==> config.mk <==
export PLATFORM = sky130hd
export DESIGN_NAME = pbus_write_seq
export DESIGN_NICKNAME = d
export VERILOG_FILES = /design/src/rtl/pbus_seq_pkg.sv /design/src/rtl/pbus_req_slot.sv /design/src/rtl/pbus_phase_fsm.sv /design/src/rtl/pbus_disp_cs.sv /design/src/rtl/pbus_write_seq.sv
export SDC_FILE = /design/constraint.sdc
export NUM_CORES = 1
export LEC_CHECK = 0
export ABC_AREA = 1
export ABC_CLOCK_PERIOD_IN_PS = 1350
export BUFFER_PORTS_ARGS = -buffer_cell sky130_fd_sc_hd__buf_2
export CAP_MARGIN = 15
export CORE_MARGIN = 4
export CORE_UTILIZATION = 51
export DETAILED_ROUTE_END_ITERATION = 16
export GPL_TIMING_DRIVEN = 0
export PLACE_DENSITY = 0.76
export SETUP_SLACK_MARGIN = 0.4
export SLEW_MARGIN = 20
export SYNTH_ARGS = -nofsm -noshare
export SYNTH_HDL_FRONTEND = slang
export SYNTH_SLANG_ARGS = --single-unit
==> constraint.sdc <==
create_clock -name clk -period 1.35 [get_ports clk]
set_input_delay 0 -clock clk [delete_from_list [all_inputs] [get_ports clk]]
set_output_delay 0 -clock clk [all_outputs]
set_load 0.1 [all_outputs]
==> src/rtl/pbus_seq_pkg.sv <==
package pbus_seq_pkg;

   typedef enum logic [2:0] {
      PH_IDLE,
      PH_SETUP,
      PH_STROBE,
      PH_HOLD,
      PH_GAP
   } phase_e;

   // Strobe length in cycles for a 2-bit width code.
   function automatic int unsigned strobe_cycles(input logic [1:0] code,
                                                 input int unsigned base,
                                                 input int unsigned step);
      return base + step * int'(code);
   endfunction

endpackage

==> src/rtl/pbus_req_slot.sv <==
// One-entry holding slot for a byte pair that arrives while the bus is busy.
module pbus_req_slot #(
   parameter int CMD_W  = 8,
   parameter int DATA_W = 8
) (
   input  logic              clk,
   input  logic              rst_n,
   input  logic              push,
   input  logic              pop,
   input  logic [CMD_W-1:0]  push_cmd,
   input  logic [DATA_W-1:0] push_data,
   output logic              slot_valid,
   output logic [CMD_W-1:0]  slot_cmd,
   output logic [DATA_W-1:0] slot_data
);

   logic              vld_q;
   logic [CMD_W-1:0]  cmd_q;
   logic [DATA_W-1:0] data_q;

   always_ff @(posedge clk or negedge rst_n) begin
      if (!rst_n) begin
         vld_q  <= 1'b0;
         cmd_q  <= '0;
         data_q <= '0;
      end else if (pop) begin
         vld_q <= push;
         if (push) begin
            cmd_q  <= push_cmd;
            data_q <= push_data;
         end
      end else if (push && !vld_q) begin
         vld_q  <= 1'b1;
         cmd_q  <= push_cmd;
         data_q <= push_data;
      end
   end

   assign slot_valid = vld_q;
   assign slot_cmd   = cmd_q;
   assign slot_data  = data_q;

endmodule

==> src/rtl/pbus_phase_fsm.sv <==
// Phase sequencer: setup, strobe, hold, then spacing until the next start.
module pbus_phase_fsm
   import pbus_seq_pkg::*;
#(
   parameter int CMD_W       = 8,
   parameter int DATA_W      = 8,
   parameter int ADDR_W      = 4,
   parameter int SETUP_CYC   = 5,
   parameter int HOLD_CYC    = 1,
   parameter int SPACING_CYC = 50,
   parameter int WIDTH_BASE  = 9,
   parameter int WIDTH_STEP  = 6
) (
   input  logic              clk,
   input  logic              rst_n,
   input  logic              start,
   input  logic [CMD_W-1:0]  start_cmd,
   input  logic [DATA_W-1:0] start_data,
   input  logic [1:0]        width_code,
   output logic              ready,
   output logic              busy,
   output logic [ADDR_W-1:0] bus_addr,
   output logic [DATA_W-1:0] bus_data,
   output logic              bus_cs_n,
   output logic              bus_wr_n,
   output logic              wr_n_nxt
);

   localparam int CNT_W = $clog2(SPACING_CYC + 1);

   phase_e            ph_q, ph_d;
   logic [CNT_W-1:0]  cnt_q, cnt_d;
   logic [CNT_W-1:0]  span_q, span_d;
   logic              cs_q, cs_d;
   logic              wr_q, wr_d;
   logic              busy_q, busy_d;
   logic [ADDR_W-1:0] addr_q, addr_d;
   logic [DATA_W-1:0] data_q, data_d;
   logic              span_done;

   assign span_done = (span_q == CNT_W'(SPACING_CYC - 1));
   assign ready     = (ph_q == PH_IDLE) || ((ph_q == PH_GAP) && span_done);

   always_comb begin
      ph_d   = ph_q;
      cnt_d  = cnt_q;
      span_d = busy_q ? span_q + 1'b1 : span_q;
      cs_d   = cs_q;
      wr_d   = wr_q;
      busy_d = busy_q;
      addr_d = addr_q;
      data_d = data_q;
      case (ph_q)
         PH_SETUP: begin
            if (cnt_q == '0) begin
               wr_d  = 1'b0;
               ph_d  = PH_STROBE;
               cnt_d = CNT_W'(strobe_cycles(width_code, WIDTH_BASE, WIDTH_STEP) - 1);
            end else begin
               cnt_d = cnt_q - 1'b1;
            end
         end
         PH_STROBE: begin
            if (cnt_q == '0) begin
               wr_d  = 1'b1;
               ph_d  = PH_HOLD;
               cnt_d = CNT_W'(HOLD_CYC - 1);
            end else begin
               cnt_d = cnt_q - 1'b1;
            end
         end
         PH_HOLD: begin
            if (cnt_q == '0) begin
               cs_d = 1'b1;
               ph_d = PH_GAP;
            end else begin
               cnt_d = cnt_q - 1'b1;
            end
         end
         PH_GAP: begin
            if (span_done) begin
               busy_d = 1'b0;
               ph_d   = PH_IDLE;
            end
         end
         default: ;
      endcase
      if (start) begin
         ph_d   = PH_SETUP;
         cnt_d  = CNT_W'(SETUP_CYC - 1);
         span_d = '0;
         cs_d   = 1'b0;
         busy_d = 1'b1;
         addr_d = start_cmd[ADDR_W-1:0];
         data_d = start_data;
      end
   end

   always_ff @(posedge clk or negedge rst_n) begin
      if (!rst_n) begin
         ph_q   <= PH_IDLE;
         cnt_q  <= '0;
         span_q <= '0;
         cs_q   <= 1'b1;
         wr_q   <= 1'b1;
         busy_q <= 1'b0;
         addr_q <= '0;
         data_q <= '0;
      end else begin
         ph_q   <= ph_d;
         cnt_q  <= cnt_d;
         span_q <= span_d;
         cs_q   <= cs_d;
         wr_q   <= wr_d;
         busy_q <= busy_d;
         addr_q <= addr_d;
         data_q <= data_d;
      end
   end

   assign busy     = busy_q;
   assign bus_addr = addr_q;
   assign bus_data = data_q;
   assign bus_cs_n = cs_q;
   assign bus_wr_n = wr_q;
   assign wr_n_nxt = wr_d;

endmodule

==> src/rtl/pbus_disp_cs.sv <==
// Display chip select: OR of the write strobe and its LAG-cycle delayed copy, registered.
module pbus_disp_cs #(
   parameter int LAG_CYC = 2
) (
   input  logic clk,
   input  logic rst_n,
   input  logic wr_n_nxt,
   output logic disp_cs_n
);

   logic [LAG_CYC-1:0] dly_q;
   logic               dcs_q;

   generate
      if (LAG_CYC == 1) begin : g_lag_one
         always_ff @(posedge clk or negedge rst_n) begin
            if (!rst_n) dly_q <= '1;
            else        dly_q <= wr_n_nxt;
         end
      end else begin : g_lag_chain
         always_ff @(posedge clk or negedge rst_n) begin
            if (!rst_n) dly_q <= '1;
            else        dly_q <= {dly_q[LAG_CYC-2:0], wr_n_nxt};
         end
      end
   endgenerate

   always_ff @(posedge clk or negedge rst_n) begin
      if (!rst_n) dcs_q <= 1'b1;
      else        dcs_q <= wr_n_nxt | dly_q[LAG_CYC-1];
   end

   assign disp_cs_n = dcs_q;

endmodule

==> src/rtl/pbus_write_seq.sv <==
module pbus_write_seq #(
   parameter int         CMD_W       = 8,
   parameter int         DATA_W      = 8,
   parameter int         ADDR_W      = 4,
   parameter int         SETUP_CYC   = 5,
   parameter int         HOLD_CYC    = 1,
   parameter int         LAG_CYC     = 2,
   parameter int         SPACING_CYC = 50,
   parameter int         WIDTH_BASE  = 9,
   parameter int         WIDTH_STEP  = 6,
   parameter logic [1:0] WIDTH_RESET = 2'b11
) (
   input  logic              clk,
   input  logic              rst_n,
   input  logic              pair_valid,
   input  logic [CMD_W-1:0]  cmd_byte,
   input  logic [DATA_W-1:0] data_byte,
   input  logic              width_we,
   input  logic [1:0]        width_code,
   output logic [ADDR_W-1:0] bus_addr,
   output logic [DATA_W-1:0] bus_data,
   output logic              bus_cs_n,
   output logic              bus_wr_n,
   output logic              disp_cs_n,
   output logic              busy
);

   localparam int WIDTH_MAX = WIDTH_BASE + 3 * WIDTH_STEP;
   localparam int CYCLE_LEN = SETUP_CYC + WIDTH_MAX + HOLD_CYC;

   generate
      if (SETUP_CYC < 1 || HOLD_CYC < 1 || LAG_CYC < 1) begin : g_bad_phase
         $error("pbus_write_seq: setup, hold and lag must each be at least one cycle");
      end
      if (LAG_CYC >= WIDTH_BASE) begin : g_bad_lag
         $error("pbus_write_seq: display select lag must be shorter than the shortest strobe");
      end
      if (CYCLE_LEN >= SPACING_CYC) begin : g_bad_spacing
         $error("pbus_write_seq: spacing must exceed setup plus longest strobe plus hold");
      end
      if (ADDR_W > CMD_W || ADDR_W < 2) begin : g_bad_addr
         $error("pbus_write_seq: address width must be between 2 and the command width");
      end
   endgenerate

   logic [1:0]        wsel_q;
   logic              ready, start, direct, push, pop;
   logic              slot_valid;
   logic [CMD_W-1:0]  slot_cmd, sel_cmd;
   logic [DATA_W-1:0] slot_data, sel_data;
   logic              wr_n_nxt;

   always_ff @(posedge clk or negedge rst_n) begin
      if (!rst_n)        wsel_q <= WIDTH_RESET;
      else if (width_we) wsel_q <= width_code;
   end

   assign start    = ready && (slot_valid || pair_valid);
   assign direct   = start && !slot_valid;
   assign pop      = start && slot_valid;
   assign push     = pair_valid && !direct;
   assign sel_cmd  = slot_valid ? slot_cmd  : cmd_byte;
   assign sel_data = slot_valid ? slot_data : data_byte;

   pbus_req_slot #(
      .CMD_W (CMD_W),
      .DATA_W(DATA_W)
   ) u_slot (
      .clk       (clk),
      .rst_n     (rst_n),
      .push      (push),
      .pop       (pop),
      .push_cmd  (cmd_byte),
      .push_data (data_byte),
      .slot_valid(slot_valid),
      .slot_cmd  (slot_cmd),
      .slot_data (slot_data)
   );

   pbus_phase_fsm #(
      .CMD_W      (CMD_W),
      .DATA_W     (DATA_W),
      .ADDR_W     (ADDR_W),
      .SETUP_CYC  (SETUP_CYC),
      .HOLD_CYC   (HOLD_CYC),
      .SPACING_CYC(SPACING_CYC),
      .WIDTH_BASE (WIDTH_BASE),
      .WIDTH_STEP (WIDTH_STEP)
   ) u_fsm (
      .clk       (clk),
      .rst_n     (rst_n),
      .start     (start),
      .start_cmd (sel_cmd),
      .start_data(sel_data),
      .width_code(wsel_q),
      .ready     (ready),
      .busy      (busy),
      .bus_addr  (bus_addr),
      .bus_data  (bus_data),
      .bus_cs_n  (bus_cs_n),
      .bus_wr_n  (bus_wr_n),
      .wr_n_nxt  (wr_n_nxt)
   );

   pbus_disp_cs #(
      .LAG_CYC(LAG_CYC)
   ) u_disp (
      .clk      (clk),
      .rst_n    (rst_n),
      .wr_n_nxt (wr_n_nxt),
      .disp_cs_n(disp_cs_n)
   );

endmodule

# [Word level (Yosys, flattened, before mapping)]
# Cells that the tools add are included.
[totals] register_bits=48 latchBits=0 ramBits=0 romBits=0 inputBits=22 out_inout_bits=16 elab_cells=88 memories=0
[classes] n_addsub=4 multipliers=1 div=0 n_lt_le_gt_ge=0 eq_ne=11 n_shift=0 muxes=32 n_bitwise=1 n_reduce_logical=25
[op_table] op="$mux 6" count=6
[op_table] op="$mux 8" count=4
[op_table] op="$pmux 6 s3" count=1
[op_table] op="$mux 4" count=4
[op_table] op="$mux 3" count=5
[op_table] op="$ne 3x2->1 const B" count=4
[op_table] op="$pmux 3 s4" count=1
[op_table] op="$reduce_bool 2->1" count=6
[op_table] op="$sub 6x1->6 const B" count=2
[op_table] op="$mux 1" count=10
[op_table] op="$reduce_and 2->1" count=4
[op_table] op="$add 4x5->6 const A" count=1
[op_table] op="$add 6x1->6 const B" count=1
[op_table] op="$eq 3x2->1 const B" count=2
[op_table] op="$eq 6x6->1 const B" count=1
[op_table] op="$logic_and 1x1->1" count=6
[op_table] op="$logic_not 6->1" count=1
[op_table] op="$reduce_and 5->1" count=1
[op_table] op="$reduce_bool 5->1" count=1
[op_table] op="$mul 2x2->4 const A" count=1
[op_table] op="$reduce_bool 4->1" count=1
[op_table] op="$eq 3x1->1 const B" count=1
[op_table] op="$eq 3x3->1 const B" count=1
[op_table] op="$logic_not 3->1" count=1
[op_table] op="6 further kinds" count=8

# [Logic depth before layout (Yosys ltp)]
# Gate-level depths: netlist of the first run.
[logic_depth] ltp_word=10 ltp_mapped=10 ltp_nobuf=10

# [Cells and area by module]
# From an unflattened synthesis of the first run, not the netlist that was laid out.
[hier_totals] hier_cells=344 hier_area_um2=2715.1
[by_module_without_submodules] module="pbus_phase_fsm" instances=1 cells_each=200 area_per_inst_um2=1592.8 seq_area_each_um2=753.2
[by_module_without_submodules] module="pbus_req_slot" instances=1 cells_each=73 area_per_inst_um2=693.2 seq_area_each_um2=425.4
[by_module_without_submodules] module="pbus_write_seq" instances=1 cells_each=65 area_per_inst_um2=339.1 seq_area_each_um2=52.6
[by_module_without_submodules] module="pbus_disp_cs" instances=1 cells_each=6 area_per_inst_um2=90.1 seq_area_each_um2=78.8

# [Least setup slack after synthesis of the first run]
# No wires, ideal clock.
[synth_timing] path_type="register -> register" start="register u_fsm.busy_q, in the netlist u_fsm.busy" end="register u_fsm.span_q[5]" setup_time_ns=0.120 t_arrival_ns=1.568 required_ns=1.230 setup_slack_ns=-0.338 stages_incl_launch_ff=8 n_path_buf=0 period_less_slack_ns=1.688 path_cell_list="dfrtp_1 -> nand2_1 -> nor2_1 -> nand2_1 -> inv_1 -> nand2_1 -> xor2_1 -> nor2_1"
[synth_between] elab_chain_len=1
[synth_lines] item="start: declaration" line_no="pbus_phase_fsm.sv:36" text="logic busy_q, busy_d;"
[synth_lines] item="start signal: assignment" line_no="pbus_phase_fsm.sv:115" text="busy_q <= busy_d;"
[synth_lines] item="$reduce_bool 2->1 (no line)"
[synth_lines] item="end signal: assignment" line_no="pbus_phase_fsm.sv:112" text="span_q <= span_d;"
[synth_lines] item="end: declaration" line_no="pbus_phase_fsm.sv:33" text="logic [CNT_W-1:0] span_q, span_d;"
# No other way between the ends.
# A chain may end at the register's enable or synchronous reset.

# [Final worst setup path of the first run]
[layout_timing] start="register u_fsm.span_q[1]" end="register u_slot.data_q[2], in the netlist u_slot.slot_data[2]"
[layout_between] elab_chain_len=10 word_cells_on_any_way=13 cone_classes="eq/ne (2); mux (1); reduce/logical (10)"
[layout_lines] item="$eq 6x6->1 *" line_no="pbus_phase_fsm.sv:41" text="assign span_done = (span_q == CNT_W'(SPACING_CYC - 1));"
[layout_lines] item="$logic_and 1x1->1 *" line_no="pbus_phase_fsm.sv:42" text="assign ready = (ph_q == PH_IDLE) || ((ph_q == PH_GAP) && span_done);"
[layout_lines] item="$logic_or 1x1->1 *" line_no="pbus_phase_fsm.sv:42"
[layout_lines] item="$logic_and 1x1->1 *" line_no="pbus_write_seq.sv:58" text="assign start = ready && (slot_valid || pair_valid);"
[layout_lines] item="$logic_and 1x1->1" line_no="pbus_write_seq.sv:59" text="assign direct = start && !slot_valid;"
[layout_lines] item="$logic_not 1->1" line_no="pbus_write_seq.sv:61" text="assign push = pair_valid && !direct;"
[layout_lines] item="$logic_and 1x1->1" line_no="pbus_write_seq.sv:61"
[layout_lines] item="$logic_and 1x1->1" line_no="pbus_req_slot.sv:32" text="end else if (push && !vld_q) begin"
[layout_lines] item="$reduce_bool 2->1 (no line)"
[layout_lines] item="$reduce_and 2->1 (no line)"
[layout_lines] item="end signal: assignment" line_no="pbus_req_slot.sv:30" text="data_q <= push_data;"
[layout_lines] item="end signal: assignment" line_no="pbus_req_slot.sv:35" text="data_q <= push_data;"
[layout_lines] item="end: declaration" line_no="pbus_req_slot.sv:19" text="logic [DATA_W-1:0] data_q;"
# Every way passes the cells marked *; elsewhere a longest branch is shown, timed or not.

==> results of run 1 <==
[path summary, 6_finish.rpt]
path	cells after the start	slack, ps	end
min in group asynchronous	2	240	u_fsm.span_q[3]$_DFFE_PN0P_
min	3	50	u_slot.slot_cmd[1]$_DFFE_PN0P_
max in group asynchronous	2	660	u_fsm.busy$_DFFE_PN0P_
max	10	-170	u_slot.slot_data[2]$_DFFE_PN0P_
min reg2reg	2	510	u_slot.slot_cmd[1]$_DFFE_PN0P_
max reg2reg	10	-170	u_slot.slot_data[2]$_DFFE_PN0P_
[placed cells by master, fill, tap and decap left out, types with 12 or more instances in the layout]
master,n
buf_12,12
nand2_1,81
nand4_1,13
nand3_1,13
dfrtp_1,35
nor2_1,19
nand2_2,33
buf_4,29
buf_2,17
dlygate4sd3_1,16
buf_6,15
[flip-flops by register name (all words and copies together), names as in the netlist]
| name | cells |
|---|---|
| u_disp.disp_cs_n | 1 |
| u_disp.dly_q | 2 |
| u_fsm.bus_addr | 4 |
| u_fsm.bus_cs_n | 1 |
| u_fsm.bus_data | 8 |
| u_fsm.busy | 1 |
| u_fsm.cnt_q | 6 |
| u_fsm.ph_q | 3 |
| u_fsm.span_q | 6 |
| u_slot.slot_cmd | 4 |
| u_slot.slot_data | 8 |
| u_slot.slot_valid | 1 |
| wsel_q | 2 |
[cell families (layout without fill, tap and decap cells)]
family / after synthesis / in the layout / synth area share, %
compound gates: 11 / 11 / 2.552
xor+xnor: 4 / 4 / 1.459
mux: 1 / 1 / 0.4687
flops: 47 / 47 / 49.27
simple gates: 199 / 199 / 37.24
fa+ha+maj: 7 / 7 / 3.646
buf+inv: 30 / 126 / 5.364
[synthesized netlist by cell type, drive strengths merged]
master / count
and3: 1
a21oi: 2
mux2: 1
nand4: 13
nand3: 28
o21ai: 8
or2: 1
dfstp: 6
ha: 7
clkbuf: 1
nor2: 32
dfrtp: 41
inv: 22
buf: 7
nor3: 1
nand3b: 1
xnor2: 2
nand2: 122
xor2: 2
o21a: 1
[where the power goes]
group	total [W]	switching, W	internal (W)
clock	0.000976	0.000509	0.000467
sequential	0.00167	0.000130	0.00154
combinational	0.000382	0.000202	0.000180
total	0.00303	0.000841	0.00218
[worst max-delay path: cells and delay by family, from the launching register on]
kind | cells | cell delay [ps]
buffers and inverters | 2 | 250
AND/OR/NAND/NOR | 7 | 610
flip-flops | 1 | 410
adder cells (fa/ha/maj) | 1 | 140
[timing repair]
action,in CTS,in global routing
setup endpoints to repair,60,56
hold endpoints to repair,67,41
gates cloned,3,1
hold buffers,15,1
pin swaps,11,20
buffers inserted,19,16
resized for setup,83,87
[metal layers]
layer / vias up / global-route usage [%] / wire length, microns
met5: - / 0 / 0
li1: 1145 / - / -
met1: 1238 / 27.51 / 3082
met4: 0 / 11.05 / 250
met2: 116 / 43.67 / 4274
met3: 30 / 4.492 / 472
[metrics by stage]
| step | setup WS (ps) | area (sq um) | power [W] |
|---|---|---|---|
| 2_1_floorplan | 13.03 | 2491 | 0.001767 |
| 3_3_place_gp | -165.3 | 2721 | 0.001860 |
| 3_5_place_dp | -196.5 | 2721 | 0.001883 |
| 4_1_cts | -65.37 | 3446 | 0.002897 |
| 5_1_grt | -240.2 | 3886 | 0.003140 |
| 6_report | -173.2 | 3886 | 0.003025 |
[area by class of cell]
| class | instances | area [sq um] | share of cell area [%] |
|---|---|---|---|
| Sequential cell | 47 | 1197 | 30.81 |
| Clock buffer | 7 | 96.34 | 2.479 |
| Clock inverter | 1 | 7.507 | 0.1932 |
| Multi-Input combinational cell | 222 | 1453 | 37.38 |
| Tap cell | 52 | 65.06 | 1.674 |
| Buffer | 8 | 93.84 | 2.415 |
| Timing Repair Buffer | 88 | 884.6 | 22.76 |
| Inverter | 22 | 88.84 | 2.286 |
==> metrics.cfg, run 1 <==
[critical_path]
cp_data_arrival_time_ps=1740
cp-end-kind=flop
crit_path_max_incr_delay_ps=410
r2r_start=u_fsm.span_q[1]$_DFFE_PN0P_
worstPathRequired_ps=1560
start_kind=flop
crit_slowest_cell=dfrtp_1
path_max_fanout=6
crit_type=flop to flop
path_cells=inv_2 > ha_4 > nand3_4 > nand2_4 > nand2_8 > nand2_8 > nand3_4 > buf_6 > nand2_2 > nand2_2
startpoint=u_fsm.span_q[1]$_DFFE_PN0P_

[logic_synthesis]
synth_top_cell_area_share_pct=42.71
syn_inst=299
synth_seq_cells=47
syn_nets=328
synth_warnings=0
yosys.area.top_type=dfrtp_1
yosysSeqAreaShare_pct=49.27
synthesis.area_sq_um=2402
ys_types=28
avgSynthCellArea_sq_um=8.034
yosys-top-cells-area=dfrtp_1 43%, nand2_1 18%, dfstp_2 6.6%, nand3_1 5.0%, nor2_1 4.1%

[cts]
cts.sinks=47
cts.clk_slew.worst_paths_ps=100
cts_made_buffers=5
ctsHtreeMaxLevel=2
cts_tree=yes
insertion_delay_ps=310
cts.path.max_buffers=2
cts_root_buffer=clkbuf_8

[route]
via_count=2529
routed_wl_mm=8.080
drt_iter0_markers=216
drt_pass1_iterations=5
ant_nets=0
wl_per_cell_microns=18.08
drc_errors=0
viasPerCell=5.658

[sta]
setup_viol=41
clock_skew_ps=8.698
rsz0062_at_grt=yes
worst_pin_slew_ps=602.0
hold_viol=0
period_minus_slack_ps=1523
max_freq_ghz=0.6565
worst_slack_ps=-173.2
slew_violations=0
hold_slack_ps=45.87
fin_crit_sh_pct=112.8
setup_tns_ps=-4440
maxSlewHeadroom_pct=59.87

[layout]
final.fill_count=204
layoutNonFillerInstCount=447
finish.utilization_pct=87.44
area_growth_pct=61.77
final_nets=423
drive_gt1_share_pct=48.86
diodes=0

[job]
maxCapViolCount=0

[place]
placedCellCount=384
place_congestion=0.8441
hpwl_mm=3.534
port_buffers=33

[global_route]
grt-ovfl-total=0
gr-usage-all-layers_pct=24.18
grt_antenna_before_repair=0
grt_max_degree=48
grt_pass1_vias=2485
grt_pass1_wl_mm=11.47

[floorplan]
coreArea_sq_um=4444
die_area_sq_um=5872
die_h_microns=76.63
start_util_pct=54.05
pin_count=38
rows=24
fp.dieW_microns=76.63

[outcome]
violations=negative setup slack
outcome=complete, but fails checks

[hold_path]
hold_path.class=input port to flop
hp-start=pair_valid

[power_and_ir_drop]
ir_worst_vdd_uv=936.5
power_density_nw_per_um2=778.5
leakage_nw=1.936

Power figures use the tool's default switching activity.
==> run 2, diff against run 1 <==
- BUFFER_PORTS_ARGS: -buffer_cell sky130_fd_sc_hd__buf_2 -> not set
- CORE_UTILIZATION: 51 -> 55
- DONT_BUFFER_PORTS: not set -> 1
- PLACE_DENSITY: 0.76 -> 0.73
==> run 2 against run 1 <==
- the run ends with negative hold slack, negative setup slack left
- register-to-register slack worse by 40 ps
- sequential share of layout area up 4.4 points
- final area down 8.5%
- flip-flop and latch count unchanged
- critical path depth down 1
- first-iteration DRC count down 26%
- sequential power about the same
- via count down 7.3%
==> metrics.cfg, run 2 (synthesis gave the netlist of run 1 again) <==
[outcome]
outcome=complete, but fails checks
violations=negative hold slack, negative setup slack

[power_and_ir_drop]
power_density_nw_per_um2=848.3
power_w=0.003015
leakage_nw=1.660
ir_worst_vdd_uv=839.6

[global_route]
gr-usage-all-layers_pct=24.89
grt_max_degree=48
grt_antenna_before_repair=0
grt-ovfl-total=0
grt_pass1_wl_mm=10.36
grt_pass1_vias=2240

[critical_path]
startpoint=u_fsm.span_q[2]$_DFFE_PN0P_
crit_type=flop to flop
crit_slowest_cell=dfrtp_1
cp_num_buf_inv=1
r2r_start=u_fsm.span_q[2]$_DFFE_PN0P_
rrSetupSlack_ps=-210
reg2reg_depth=9
cp-end-kind=flop
crit_family=simple AND/OR/NAND/NOR gates
r2r_end=u_slot.slot_data[3]$_DFFE_PN0P_
crit_path_max_incr_delay_ps=450
path_cells=nor2_4 > nand3_4 > nand2_4 > nand2_8 > nand2_8 > nand3_4 > buf_6 > nand2_1 > nand2_1
worstPathRequired_ps=1540
cp_data_arrival_time_ps=1750
start_kind=flop
cp.depth=9
path_max_fanout=7
endpoint=u_slot.slot_data[3]$_DFFE_PN0P_

[route]
routed_wl_mm=7.605
wl_per_cell_microns=18.59
viasPerCell=5.733
via_count=2345
ant_nets=0
drc_errors=0
drt_iter0_markers=159
drt_pass1_iterations=5

[sta]
clock_skew_ps=10.12
hold_viol=47
worst_pin_slew_ps=485.0
setup_viol=41
worst_slack_ps=-210.7
period_minus_slack_ps=1561
rsz0062_at_grt=yes
maxSlewHeadroom_pct=67.67
max_freq_ghz=0.6407
slew_violations=0
hold_slack_ps=-628.0
fin_crit_sh_pct=115.6

[cts]
cts_hold_buf=16
cts_tree=yes
cts_made_buffers=5
cts.path.max_buffers=2
cts.sinks=47
cts_root_buffer=clkbuf_8
cts.clk_slew.worst_paths_ps=90
ctsHtreeMaxLevel=2
insertion_delay_ps=310

[place]
hpwl_mm=3.378
placedCellCount=349
place_congestion=0.8549
port_buffers=0
place_area_sq_um=2554

[layout]
final_common_cell=nand2_1
finish.utilization_pct=86.38
diodes=0
area_growth_pct=47.97
final_nets=387
multi_input_area_sq_um=1475
regArea_sq_um=1250
final.fill_count=212
mostFrequentLayoutCells=79 x nand2_1, 34 x nand2_2, 32 x buf_4
final_area_sq_um=3555
layoutNonFillerInstCount=409
drive_gt1_share_pct=47.91

[floorplan]
die_area_sq_um=5489
coreArea_sq_um=4115
rows=23
fp.dieW_microns=74.09
die_h_microns=74.09
pin_count=38
start_util_pct=58.38

[job]
maxCapViolCount=0

[hold_path]
hold_path.class=input port to asynchronous set/reset pin

[run 2: cell count changes in the layout (fill, tap and decap cells not counted), moves of 4 or more]
cell / previous run / this run
buf_2: 17 / 0
buf_6: 15 / 7
nand3_2: 10 / 6
buf_12: 12 / 1
dfrtp_1: 35 / 23
dfrtp_4: 1 / 13
[run 2: area by class of cell]
class	instances	share of cell area [%]
multi-input combinational	222	41.50
timing repair buffer	52	13.59
inverter	22	2.499
clock inverter	3	1.232
buffer	8	2.323
tap	50	1.760
sequential	47	35.16
clock buffer	5	1.936
[run 2: repair_timing]
action,in CTS,in global routing
setup buffers,22,12
cloned,2,0
setup endpoints to repair,60,60
endpoints found under the hold margin,74,47
pin swaps,15,21
gates resized for setup,70,66
[run 2: where the power goes]
part	switching (W)	internal [W]	total, W
Combinational	0.000151	0.000161	0.000312
Sequential	0.000115	0.00154	0.00165
Clock	0.000500	0.000552	0.00105
Total	0.000765	0.00225	0.00302
[run 2: how the worst min path moves through the flow]
stage / from / to / slack [ps] / cells after the start
2_1_floorplan: rst_n / u_fsm.bus_addr[0]$_DFFE_PN0P_ / -300 / 0
3_3_place_gp: rst_n / u_fsm.span_q[4]$_DFFE_PN0P_ / -290 / 0
3_5_place_dp: rst_n / u_fsm.span_q[4]$_DFFE_PN0P_ / -290 / 0
5_1_grt: rst_n / u_fsm.span_q[2]$_DFFE_PN0P_ / -640 / 0
6_report: rst_n / u_fsm.span_q[2]$_DFFE_PN0P_ / -630 / 0
4_1_cts: rst_n / u_fsm.bus_data[1]$_DFFE_PN0P_ / -630 / 0
[run 2: routing by layer]
layer | up-vias | routed length [microns] | GRT usage [%]
met5 | - | 0 | 0
met1 | 1147 | 2850 | 28.90
met4 | 0 | 284 | 9.658
li1 | 1068 | - | -
met2 | 99 | 4048 | 44.78
met3 | 31 | 421 | 5.270
[run 2: stage by stage]
step | worst slack (ps) | TNS, ps
global route | -251.5 | -7916
floorplan | 13.03 | 0
CTS | -88.60 | -1470
finish | -210.7 | -5488
detailed placement | -197.0 | -4532
global placement | -187.3 | -4105
==> run 3, diff against run 2 <==
--- a/config.mk
+++ b/config.mk
@@ -9,5 +9,5 @@
 export ABC_CLOCK_PERIOD_IN_PS = 1350
-export CAP_MARGIN = 15
+export CAP_MARGIN = 20
 export CORE_MARGIN = 4
-export CORE_UTILIZATION = 55
+export CORE_UTILIZATION = 30
 export DETAILED_ROUTE_END_ITERATION = 16
@@ -15,3 +15,2 @@
 export GPL_TIMING_DRIVEN = 0
-export PLACE_DENSITY = 0.73
 export SETUP_SLACK_MARGIN = 0.4
==> constraint.sdc (replaced) <==
create_clock -name clk -period 1.35 [get_ports clk]
set_input_delay 0.27 -clock clk [delete_from_list [all_inputs] [get_ports clk]]
set_output_delay 0.27 -clock clk [all_outputs]
set_load 0.1 [all_outputs]
==> run 3 against run 2 <==
- highest routed layer unchanged
- utilization shrank 42 points
- sequential share of layout area grew 0.89 points
- maximum frequency grew 7.7%
- the flow still finishes with violations (negative hold slack, negative setup slack)
==> metrics.cfg, run 3 (synthesis gave the netlist of run 1 again) <==
[critical_path]
worstPathRequired_ps=1550
start_kind=flop
reg2reg_depth=9
crit_type=flop to flop
endpoint=u_slot.slot_data[5]$_DFFE_PN0P_
startpoint=u_fsm.span_q[2]$_DFFE_PN0P_
rrSetupSlack_ps=-100
r2r_start=u_fsm.span_q[2]$_DFFE_PN0P_
path_max_fanout=6
r2r_end=u_slot.slot_data[5]$_DFFE_PN0P_
cp-end-kind=flop
cp_data_arrival_time_ps=1650

[layout]
final_area_sq_um=3460
mostFrequentLayoutCells=78 x nand2_1, 35 x nand2_2, 25 x dfrtp_1
final_common_cell=nand2_1
multi_input_area_sq_um=1481
layoutNonFillerInstCount=443
regArea_sq_um=1247
final.fill_count=751
final_nets=369
diodes=0
drive_gt1_share_pct=50.15
area_growth_pct=44.01

[power_and_ir_drop]
leakage_nw=1.667
switching_power_w=0.0007569
p_seq_share_pct=59.7
combPwrFrac_pct=8.6
power_frac_clock_pct=31.7
ir_worst_vdd_uv=607.8
sw_frac_of_total_pct=27.13
p_int_w=0.002033
power_density_nw_per_um2=806.3

[route]
highest_layer=met4
ant_nets=0
wl_per_cell_microns=13.98
drt_pass1_iterations=4
drt_iter0_markers=58
drc_errors=0
viasPerCell=4.675
wl_met1_mm=2.566
routed_wl_mm=6.191
dr_wl_met3_microns=369
via_count=2071
met2WireLength_mm=3.205

[cts]
cts_made_buffers=5
cts_root_buffer=clkbuf_8
cts.path.max_buffers=2
cts_tree=yes
insertion_delay_ps=310
cts.sinks=47
ctsHtreeMaxLevel=2
cts.clk_slew.worst_paths_ps=100

[floorplan]
fp.dieW_microns=97.49
die_area_sq_um=9503
coreArea_sq_um=7767
die_h_microns=97.49
rows=32
pin_count=38
start_util_pct=30.93

[hold_path]
hold_path.class=input port to asynchronous set/reset pin

[place]
place_congestion=0.8765
hpwl_mm=3.707
port_buffers=0
pre_cts_slack_ps=-193.6
placedCellCount=401
place_area_sq_um=2629

[job]
maxCapViolCount=0

[sta]
max_freq_ghz=0.6901
setup_tns_ps=-2059
slew_violations=0
period_minus_slack_ps=1449
setup_viol=36
clock_skew_ps=10.53
worst_pin_slew_ps=445.7
fin_crit_sh_pct=107.3
worst_slack_ps=-98.99
rsz0062_at_grt=yes
hold_viol=47
hold_slack_ps=-356.4
maxSlewHeadroom_pct=70.29

[outcome]
outcome=complete, but fails checks
violations=negative hold slack, negative setup slack

[global_route]
gr-usage-all-layers_pct=12.73
grt_antenna_before_repair=0
grt_pass1_vias=2103
grt_pass1_wl_mm=10.06
grt-ovfl-total=0
grt_max_degree=48

[run 3: worst min path at each step]
stage	from	to	slack [ps]	cells after the start
finish	rst_n	u_fsm.bus_data[0]$_DFFE_PN0P_	-360	0
global route	rst_n	u_fsm.bus_data[0]$_DFFE_PN0P_	-380	0
CTS	rst_n	u_fsm.bus_data[6]$_DFFE_PN0P_	-360	0
detailed placement	rst_n	u_fsm.bus_data[0]$_DFFE_PN0P_	-20	0
global placement	rst_n	u_fsm.bus_data[0]$_DFFE_PN0P_	-20	0
floorplan	rst_n	u_fsm.bus_addr[0]$_DFFE_PN0P_	-30	0
[run 3: through the flow]
step	util (%)	power (W)
after detailed placement	33.84	0.001819
after global routing	44.54	0.002934
after global placement	33.84	0.001804
after floorplan	-	0.001766
after CTS	39.71	0.002733
final	44.54	0.002790
[run 3: what timing repair did]
| item | 4_1_cts | 5_1_grt |
|---|---|---|
| gates resized for setup | 61 | 82 |
| buffers inserted | 21 | 9 |
| pin swaps | 10 | 27 |
| hold endpoints to repair | 47 | 48 |
| gates cloned | 1 | 2 |
| endpoints found under the setup margin | 60 | 61 |
[run 3: final cells by class]
type / instances / area share, %
Multi-Input combinational cell: 222 / 42.82
Sequential cell: 47 / 36.06
Timing Repair Buffer: 34 / 9.656
Tap cell: 102 / 3.689
Inverter: 22 / 2.712
Buffer: 8 / 2.495
Clock buffer: 6 / 2.098
Clock inverter: 2 / 0.4702
[run 3: power by group through the flow]
stage	Combinational [W]	Sequential, W	Clock [W]
floorplan	0.000149	0.00162	0
global placement	0.000173	0.00163	0
detailed placement	0.000184	0.00163	0
CTS	0.000216	0.00162	0.000900
global route	0.000276	0.00169	0.000972
finish	0.000240	0.00167	0.000883
[run 3: critical path: stages, from the launching register on]
cell	delay (ps)
dfrtp_1	430
nor2_2	150
nand3_4	110
nand2_4	110
nand2_8	100
nand2_8	100
nand3_4	100
buf_6	160
nand2_2	50
nand2_1	50
[run 3: routing by layer]
metal / vias to the layer above / GRT usage, %
li1: 1033 / -
met1: 995 / 15.51
met2: 38 / 21.82
met3: 5 / 4.092
met4: 0 / 2.982
met5: - / 0
